### config.mk
export PLATFORM = sky130hd
export DESIGN_NAME = keystream_regif
export DESIGN_NICKNAME = d
export VERILOG_FILES = /design/src/rtl/kreg_pkg.sv /design/src/rtl/kreg_decode.sv /design/src/rtl/kreg_ctrl.sv /design/src/rtl/kreg_wordbank.sv /design/src/rtl/kreg_rmux.sv /design/src/rtl/keystream_regif.sv
export SDC_FILE = /design/constraint.sdc
export NUM_CORES = 2
export LEC_CHECK = 0
export BUFFER_PORTS_ARGS = -buffer_cell sky130_fd_sc_hd__buf_4
export CAP_MARGIN = 5
export CORE_AREA = 2 2 565 567
export CTS_CLUSTER_SIZE = 20
export DETAILED_ROUTE_END_ITERATION = 6
export DIE_AREA = 0 0 567 569
export GPL_ROUTABILITY_DRIVEN = 0
export MAX_ROUTING_LAYER = met4
export PLACE_DENSITY = 0.31
export SYNTH_ARGS = -nofsm -noshare
export SYNTH_HDL_FRONTEND = slang
export SYNTH_SLANG_ARGS = --single-unit
### constraint.sdc
create_clock -name clk -period 4.8 [get_ports clk]
set_input_delay 0.48 -clock clk [delete_from_list [all_inputs] [get_ports clk]]
set_output_delay 0.48 -clock clk [all_outputs]
set_load 0.01 [all_outputs]
### src/rtl/kreg_pkg.sv
`timescale 1ns/1ps
package kreg_pkg;

    // word addresses that software decodes
    localparam int A_NAME0 = 'h00;
    localparam int A_NAME1 = 'h01;
    localparam int A_VER   = 'h02;
    localparam int A_CTRL  = 'h08;
    localparam int A_STAT  = 'h09;
    localparam int A_KLEN  = 'h0a;
    localparam int A_RND   = 'h0b;
    localparam int A_KEY   = 'h10;
    localparam int A_IV    = 'h20;
    localparam int A_DIN   = 'h40;
    localparam int A_DOUT  = 'h80;

    // bit positions inside the control and status words
    localparam int B_START = 0;
    localparam int B_CONT  = 1;
    localparam int B_READY = 0;
    localparam int B_VALID = 1;

    typedef enum logic [3:0] {
        RG_NONE,
        RG_NAME0,
        RG_NAME1,
        RG_VER,
        RG_CTRL,
        RG_STAT,
        RG_KLEN,
        RG_RND,
        RG_KEY,
        RG_IV,
        RG_DIN,
        RG_DOUT
    } region_e;

    typedef struct packed {
        region_e    rg;
        logic [7:0] idx;
        logic       ro;
    } dec_t;

    function automatic logic is_read_only(region_e r);
        return r inside {RG_NAME0, RG_NAME1, RG_VER, RG_STAT, RG_DOUT};
    endfunction

    function automatic logic in_bank(int a, int base, int n);
        return (a >= base) && (a < base + n);
    endfunction

endpackage

### src/rtl/kreg_decode.sv
`timescale 1ns/1ps
module kreg_decode
    import kreg_pkg::*;
#(
    parameter int KEY_WORDS = 8,
    parameter int IV_WORDS  = 2,
    parameter int BLK_WORDS = 16
) (
    input  logic [7:0] addr,
    output dec_t       dec
);

    always_comb begin
        int a;
        a   = int'(addr);
        dec = '{rg: RG_NONE, idx: 8'd0, ro: 1'b0};
        if (a == A_NAME0) begin
            dec.rg = RG_NAME0;
        end else if (a == A_NAME1) begin
            dec.rg = RG_NAME1;
        end else if (a == A_VER) begin
            dec.rg = RG_VER;
        end else if (a == A_CTRL) begin
            dec.rg = RG_CTRL;
        end else if (a == A_STAT) begin
            dec.rg = RG_STAT;
        end else if (a == A_KLEN) begin
            dec.rg = RG_KLEN;
        end else if (a == A_RND) begin
            dec.rg = RG_RND;
        end else if (in_bank(a, A_KEY, KEY_WORDS)) begin
            dec.rg  = RG_KEY;
            dec.idx = 8'(a - A_KEY);
        end else if (in_bank(a, A_IV, IV_WORDS)) begin
            dec.rg  = RG_IV;
            dec.idx = 8'(a - A_IV);
        end else if (in_bank(a, A_DIN, BLK_WORDS)) begin
            dec.rg  = RG_DIN;
            dec.idx = 8'(a - A_DIN);
        end else if (in_bank(a, A_DOUT, BLK_WORDS)) begin
            dec.rg  = RG_DOUT;
            dec.idx = 8'(a - A_DOUT);
        end
        dec.ro = is_read_only(dec.rg);
    end

endmodule

### src/rtl/kreg_ctrl.sv
`timescale 1ns/1ps
module kreg_ctrl
    import kreg_pkg::*;
#(
    parameter int ROUND_W = 5
) (
    input  logic               clk,
    input  logic               rst,
    input  logic               wr,
    input  region_e            rg,
    input  logic [ROUND_W-1:0] wlow,
    output logic               start_q,
    output logic               cont_q,
    output logic               wide_q,
    output logic [ROUND_W-1:0] rounds_q
);

    always_ff @(posedge clk) begin
        if (rst) begin
            start_q  <= 1'b0;
            cont_q   <= 1'b0;
            wide_q   <= 1'b0;
            rounds_q <= '0;
        end else if (wr) begin
            case (rg)
                RG_CTRL: begin
                    start_q <= wlow[B_START];
                    cont_q  <= wlow[B_CONT];
                end
                RG_KLEN: wide_q   <= wlow[0];
                RG_RND:  rounds_q <= wlow;
                default: ;
            endcase
        end
    end

    // request levels copy the written bits one edge later
    p_ctrl_follow_r3: assert property (@(posedge clk) disable iff (rst)
        (wr && rg == RG_CTRL) |=> (start_q == $past(wlow[B_START]) && cont_q == $past(wlow[B_CONT])));

    // without a write strobe the control fields hold
    p_ctrl_hold_r9: assert property (@(posedge clk) disable iff (rst)
        !wr |=> ($stable(start_q) && $stable(cont_q) && $stable(wide_q) && $stable(rounds_q)));

    // round field takes the low written bits
    p_rounds_load_r5: assert property (@(posedge clk) disable iff (rst)
        (wr && rg == RG_RND) |=> rounds_q == $past(wlow));

endmodule

### src/rtl/kreg_wordbank.sv
`timescale 1ns/1ps
module kreg_wordbank
    import kreg_pkg::*;
#(
    parameter int      WORD_W = 32,
    parameter int      N      = 8,
    parameter region_e MINE   = RG_KEY,
    localparam int     FLAT_W = N * WORD_W
) (
    input  logic              clk,
    input  logic              rst,
    input  logic              wr,
    input  region_e           rg,
    input  logic [7:0]        idx,
    input  logic [WORD_W-1:0] wdata,
    output logic [FLAT_W-1:0] flat
);

    for (genvar i = 0; i < N; i++) begin : g_word
        logic [WORD_W-1:0] q;

        always_ff @(posedge clk) begin
            if (rst) begin
                q <= '0;
            end else if (wr && rg == MINE && idx == 8'(i)) begin
                q <= wdata;
            end
        end

        // word 0 occupies the most significant slice
        assign flat[(N-1-i)*WORD_W +: WORD_W] = q;
    end

    // a bank only moves on a write aimed at it
    p_bank_hold_r9: assert property (@(posedge clk) disable iff (rst)
        !(wr && rg == MINE) |=> $stable(flat));

endmodule

### src/rtl/kreg_rmux.sv
`timescale 1ns/1ps
module kreg_rmux
    import kreg_pkg::*;
#(
    parameter int                WORD_W    = 32,
    parameter int                KEY_WORDS = 8,
    parameter int                IV_WORDS  = 2,
    parameter int                BLK_WORDS = 16,
    parameter int                ROUND_W   = 5,
    parameter logic [WORD_W-1:0] ID_NAME0  = 32'h6b737472,
    parameter logic [WORD_W-1:0] ID_NAME1  = 32'h65616d31,
    parameter logic [WORD_W-1:0] ID_VER    = 32'h76312e30
) (
    input  logic                        rd,
    input  region_e                     rg,
    input  logic [7:0]                  idx,
    input  logic                        start_q,
    input  logic                        cont_q,
    input  logic                        ready,
    input  logic                        valid,
    input  logic                        wide_q,
    input  logic [ROUND_W-1:0]          rounds_q,
    input  logic [KEY_WORDS*WORD_W-1:0] key_flat,
    input  logic [IV_WORDS*WORD_W-1:0]  iv_flat,
    input  logic [BLK_WORDS*WORD_W-1:0] din_flat,
    input  logic [BLK_WORDS*WORD_W-1:0] dout_flat,
    output logic [WORD_W-1:0]           rdata
);

    always_comb begin
        int sl;
        sl    = 0;
        rdata = '0;
        if (rd) begin
            case (rg)
                RG_NAME0: rdata = ID_NAME0;
                RG_NAME1: rdata = ID_NAME1;
                RG_VER:   rdata = ID_VER;
                RG_CTRL: begin
                    rdata[B_START] = start_q;
                    rdata[B_CONT]  = cont_q;
                end
                RG_STAT: begin
                    rdata[B_READY] = ready;
                    rdata[B_VALID] = valid;
                end
                RG_KLEN: rdata[0] = wide_q;
                RG_RND:  rdata[ROUND_W-1:0] = rounds_q;
                RG_KEY: begin
                    sl    = KEY_WORDS - 1 - int'(idx);
                    rdata = key_flat[sl*WORD_W +: WORD_W];
                end
                RG_IV: begin
                    sl    = IV_WORDS - 1 - int'(idx);
                    rdata = iv_flat[sl*WORD_W +: WORD_W];
                end
                RG_DIN: begin
                    sl    = BLK_WORDS - 1 - int'(idx);
                    rdata = din_flat[sl*WORD_W +: WORD_W];
                end
                RG_DOUT: begin
                    sl    = BLK_WORDS - 1 - int'(idx);
                    rdata = dout_flat[sl*WORD_W +: WORD_W];
                end
                default: rdata = '0;
            endcase
        end
    end

endmodule

### src/rtl/keystream_regif.sv
`timescale 1ns/1ps
module keystream_regif
    import kreg_pkg::*;
#(
    parameter int  WORD_W    = 32,
    parameter int  KEY_WORDS = 8,
    parameter int  IV_WORDS  = 2,
    parameter int  BLK_WORDS = 16,
    parameter int  ROUND_W   = 5,
    localparam int KEY_W     = KEY_WORDS * WORD_W,
    localparam int IV_W      = IV_WORDS * WORD_W,
    localparam int BLK_W     = BLK_WORDS * WORD_W
) (
    input  logic               clk,
    input  logic               rst,
    input  logic               sel,
    input  logic               wr_en,
    input  logic [7:0]         addr,
    input  logic [WORD_W-1:0]  wdata,
    output logic [WORD_W-1:0]  rdata,
    output logic               err,
    output logic               core_start,
    output logic               core_cont,
    output logic [KEY_W-1:0]   core_key,
    output logic [IV_W-1:0]    core_nonce,
    output logic               core_wide_key,
    output logic [ROUND_W-1:0] core_rounds,
    output logic [BLK_W-1:0]   core_din,
    input  logic               core_ready,
    input  logic [BLK_W-1:0]   core_dout,
    input  logic               core_dout_valid
);

    dec_t dec;
    logic wr;
    logic rd;

    assign wr  = sel & wr_en;
    assign rd  = sel & ~wr_en;
    assign err = wr & dec.ro;

    kreg_decode #(
        .KEY_WORDS(KEY_WORDS),
        .IV_WORDS (IV_WORDS),
        .BLK_WORDS(BLK_WORDS)
    ) u_decode (
        .addr(addr),
        .dec (dec)
    );

    kreg_ctrl #(
        .ROUND_W(ROUND_W)
    ) u_ctrl (
        .clk     (clk),
        .rst     (rst),
        .wr      (wr),
        .rg      (dec.rg),
        .wlow    (wdata[ROUND_W-1:0]),
        .start_q (core_start),
        .cont_q  (core_cont),
        .wide_q  (core_wide_key),
        .rounds_q(core_rounds)
    );

    kreg_wordbank #(.WORD_W(WORD_W), .N(KEY_WORDS), .MINE(RG_KEY)) u_key_bank (
        .clk(clk), .rst(rst), .wr(wr), .rg(dec.rg), .idx(dec.idx),
        .wdata(wdata), .flat(core_key)
    );

    kreg_wordbank #(.WORD_W(WORD_W), .N(IV_WORDS), .MINE(RG_IV)) u_iv_bank (
        .clk(clk), .rst(rst), .wr(wr), .rg(dec.rg), .idx(dec.idx),
        .wdata(wdata), .flat(core_nonce)
    );

    kreg_wordbank #(.WORD_W(WORD_W), .N(BLK_WORDS), .MINE(RG_DIN)) u_din_bank (
        .clk(clk), .rst(rst), .wr(wr), .rg(dec.rg), .idx(dec.idx),
        .wdata(wdata), .flat(core_din)
    );

    kreg_rmux #(
        .WORD_W   (WORD_W),
        .KEY_WORDS(KEY_WORDS),
        .IV_WORDS (IV_WORDS),
        .BLK_WORDS(BLK_WORDS),
        .ROUND_W  (ROUND_W)
    ) u_rmux (
        .rd       (rd),
        .rg       (dec.rg),
        .idx      (dec.idx),
        .start_q  (core_start),
        .cont_q   (core_cont),
        .ready    (core_ready),
        .valid    (core_dout_valid),
        .wide_q   (core_wide_key),
        .rounds_q (core_rounds),
        .key_flat (core_key),
        .iv_flat  (core_nonce),
        .din_flat (core_din),
        .dout_flat(core_dout),
        .rdata    (rdata)
    );

    // a flagged write leaves every core-facing register untouched
    p_err_no_effect_r11: assert property (@(posedge clk) disable iff (rst)
        err |=> ($stable(core_key) && $stable(core_nonce) && $stable(core_din) &&
                 $stable(core_start) && $stable(core_cont) &&
                 $stable(core_wide_key) && $stable(core_rounds)));

    // the flag never appears outside a write
    p_err_on_write_r11: assert property (@(posedge clk) disable iff (rst)
        err |-> (sel && wr_en));

    // the read bus is quiet unless a read is presented
    p_idle_zero_r10: assert property (@(posedge clk) disable iff (rst)
        !(sel && !wr_en) |-> rdata == '0);

    // status word mirrors the core flags
    p_status_r4: assert property (@(posedge clk) disable iff (rst)
        (sel && !wr_en && addr == 8'(A_STAT)) |->
            (rdata[B_READY] == core_ready && rdata[B_VALID] == core_dout_valid));

    // first result word is the top slice of the core result
    p_dout_top_r8: assert property (@(posedge clk) disable iff (rst)
        (sel && !wr_en && addr == 8'(A_DOUT)) |-> rdata == core_dout[BLK_W-1 -: WORD_W]);

endmodule

==> metrics.txt <==
outcome finished, violations left; failing checks design-rule violations; Synth area leaders dfxtp_1 40%, nand2_1 12%, mux2i_1 10%, a21oi_1 9.0%, nor2_1 3.8%; most common cell after layout, fill and taps aside buf_4; Switching Share 32.7%; slew margin rel. 19.4%; final worst path period share 99.9%; met1 usage 34.4%; clock slew seen by the registers of the worst setup and hold paths 0.06 ns; Logic pwr share 21.9%; die area 0.323 mm²; Hold WS 0.0648 ns; CP required 4.32 ns; Worst Max-Slew Pin Slew 1.21 ns; cell row count 207; internal power 13.8 mW; synthesized instance count 5,466; final design utilization 22.3%; setup TNS 0 ns; met2 Use GR 50.1%; Final nets 7,912; Final Power 20.5 mW; Max-Cap Viols 0; starting density of the core 13.3%; Clock Sinks 840; estimated wirelength of the detail-placed design 381 mm; largest fanout on the critical path 23; global-route wire length before repair 606 mm; number of synthesized register bits 840; placed cell areas 0.0646 mm²; leakage power 29.1 nW; Final Setup Violations 0; Top delay family on crit path compound AO/OA/AOI/OAI gates; vias per std cell 4.69; class of the worst hold path input pin to register; met3 usage 6.64%; Num CTS Buffers 119; Critical Path AT 4.31 ns; TritonCTS clock tree done; pin count of the biggest net entering global routing 127; CP Cell Sequence buf_4 -> inv_1 -> ha_2 -> nor2b_4 -> a211oi_2 -> buf_4 -> o22ai_4 -> buf_12 -> a211oi_2 -> o311ai_2 -> ha_4 -> buf_12 -> buf_12 -> nor2_1 -> a221o_1 -> a311o_1 -> o2111ai_1 -> o211ai_1 -> buf_4; CTS root buffer clkbuf_16; aggregate global routing overflow 0; CP max stage cell a221o_1; Async SR Flop Fraction 0%; Post-Route WL 484 mm; Most used DFF post-synth dfxtp_1; clk_skew 0 ns; WL/cell 41.6 µm; DRT iter0 DRCs 6,044; sequential share of power 34.1%; sequential share of the synthesized area 40.1%; remaining design rule violation count 2; H-Tree Depth 3; layout cells sized above 1 37.2%; post-route design area 0.0706 mm²; CP Capture Type primary output; worst skew pair latency 0.86 ns; maximum VDD drop 292 µV; GRT busiest layer met2; Synth top area share 40.1%; Final ANT Viol Nets 0; I/O Buffers 1,430; Post-Synthesis Net Count 6,041; switching power 6.71 mW; Core ar. 0.317 mm²; TritonRoute pass-1 iters 7; Pwr Density 291 mW/mm²; clk buf depth 4; io pins 1,431; P&R area growth vs syn 68.2%; crit path buf inv count 7; synth warn 0; Post-synth EDFFs 0; Clock power frac 44.0%; critical path launch point type input pin; vias in the first global route 53,045; maximum clock frequency 209 MHz; cell taking the most area after synthesis dfxtp_1; vias 54,603; Mapped Avg Cell Area 7.68 µm²; Slew Limit Fails 0; commonest cells after routing, fill and taps aside 2,079 x buf_4, 1,318 x nand2_1, 840 x dfxtp_1, 733 x a21oi_1, 434 x mux2i_1; Die W 567 µm; Total Routing Usage GR 29.6%; CP peak stage delay 0.39 ns; RSZ-0062 raised after global routing true; final hold vios 0; min Tclk post-route 4.79 ns; Die Ht 569 µm; count of cell types in the netlist 89; initial antenna violation count 130; Setup CP Type input pin to primary output; Synth Cell Area 0.0420 mm²
## power groups by stage
| stage | Clock [mW] | Combinational, mW | Sequential (mW) |
|---|---|---|---|
| 3_3_place_gp | 0 | 4.22 | 7.15 |
| 6_report | 9.03 | 4.50 | 6.99 |
| 2_1_floorplan | 0 | 1.21 | 7.15 |
| 3_5_place_dp | 0 | 4.20 | 7.15 |
| 5_1_grt | 9.42 | 4.60 | 6.99 |
| 4_1_cts | 9.21 | 4.46 | 6.99 |
## worst paths after layout
check,cells past startpoint,endpoint,from,slack [ns]
setup / recovery,19,rdata[23],addr[5],0.006
setup reg to reg,2,u_key_bank.g_word[7].q[12],u_key_bank.g_word[7].q[12],3.81
hold / removal,3,u_key_bank.g_word[4].q[2],wdata[2],0.06
hold reg to reg,2,u_din_bank.g_word[13].q[1],u_din_bank.g_word[13].q[1],0.47
## routing by layer
layer  wire length, µm  up-vias
met5                 0        -
li1                  -    23138
met2            234000     3003
met3             36100      589
met1            194000    27873
met4             20200        0
## cells by family (layout without fill, tap and decap cells)
family	Yosys count	after routing	synth area share (%)
muxes	453	453	11.0
adders and majority gates	18	18	0.531
AOI/OAI and AO/OA	1587	1587	23.6
other	0	46	0
buffers and inverters	581	2535	5.77
xor gates and xnor gates	3	3	0.0626
and+or+nand+nor	1984	1984	19.0
DFF	840	840	40.1
## what timing repair did
action	CTS	global route
endpoints found under the setup margin	32	30
hold buffers	0	0
gates cloned	6	1
gates resized for setup	213	51
pin swaps	48	25
setup buffers	54	20
## metrics by stage
stage / std cells / setup WS (ns)
2_1_floorplan: 5466 / 0.00833
3_3_place_gp: 11320 / -0.961
3_5_place_dp: 11320 / -0.939
4_1_cts: 11579 / 0.00102
5_1_grt: 11637 / -0.0832
6_report: 11646 / 0.00612
## cell usage after synthesis, drive strengths merged, types with 7 or more instances
library cell,count
dfxtp,840
a22oi,62
a31oi,79
a221oi,112
a21o,8
o2bb2ai,8
mux2,11
nor2,426
o31ai,18
a22o,8
clkbuf,366
o211ai,25
a32oi,7
a311oi,11
or3,7
o2111ai,8
a211oi,43
o32ai,7
ha,17
and3,27
a222oi,13
inv,13
o22ai,52
nor3,40
a21oi,758
a221o,26
a211o,11
o221ai,50
mux2i,437
nand3,103
nand2,1325
nor4,8
nand4,20
o21ai,231
buf,201
## cell type report
cell class,count,area [µm²]
Clock buffer,175,3450
Tap cell,4180,5230
Multi-Input combinational cell,4045,24400
Sequential cell,840,16800
Timing Repair Buffer,2317,20200
Fill cell,35172,246000
Inverter,14,66.3
Clock inverter,29,322
Antenna cell,46,115
## worst min-delay path: stages
cell,delay [ns]
buf_4,0.25
nand2_1,0.11
a21oi_1,0.05
## sequential cells by signal, summed over array words and instances (netlist names)
register,flops
u_key_bank.g_word.q,256
u_ctrl.start_q,1
u_iv_bank.g_word.q,64
u_ctrl.cont_q,1
u_din_bank.g_word.q,512
u_ctrl.rounds_q,5
u_ctrl.wide_q,1
No activity file was read; power rests on OpenSTA's default activity.
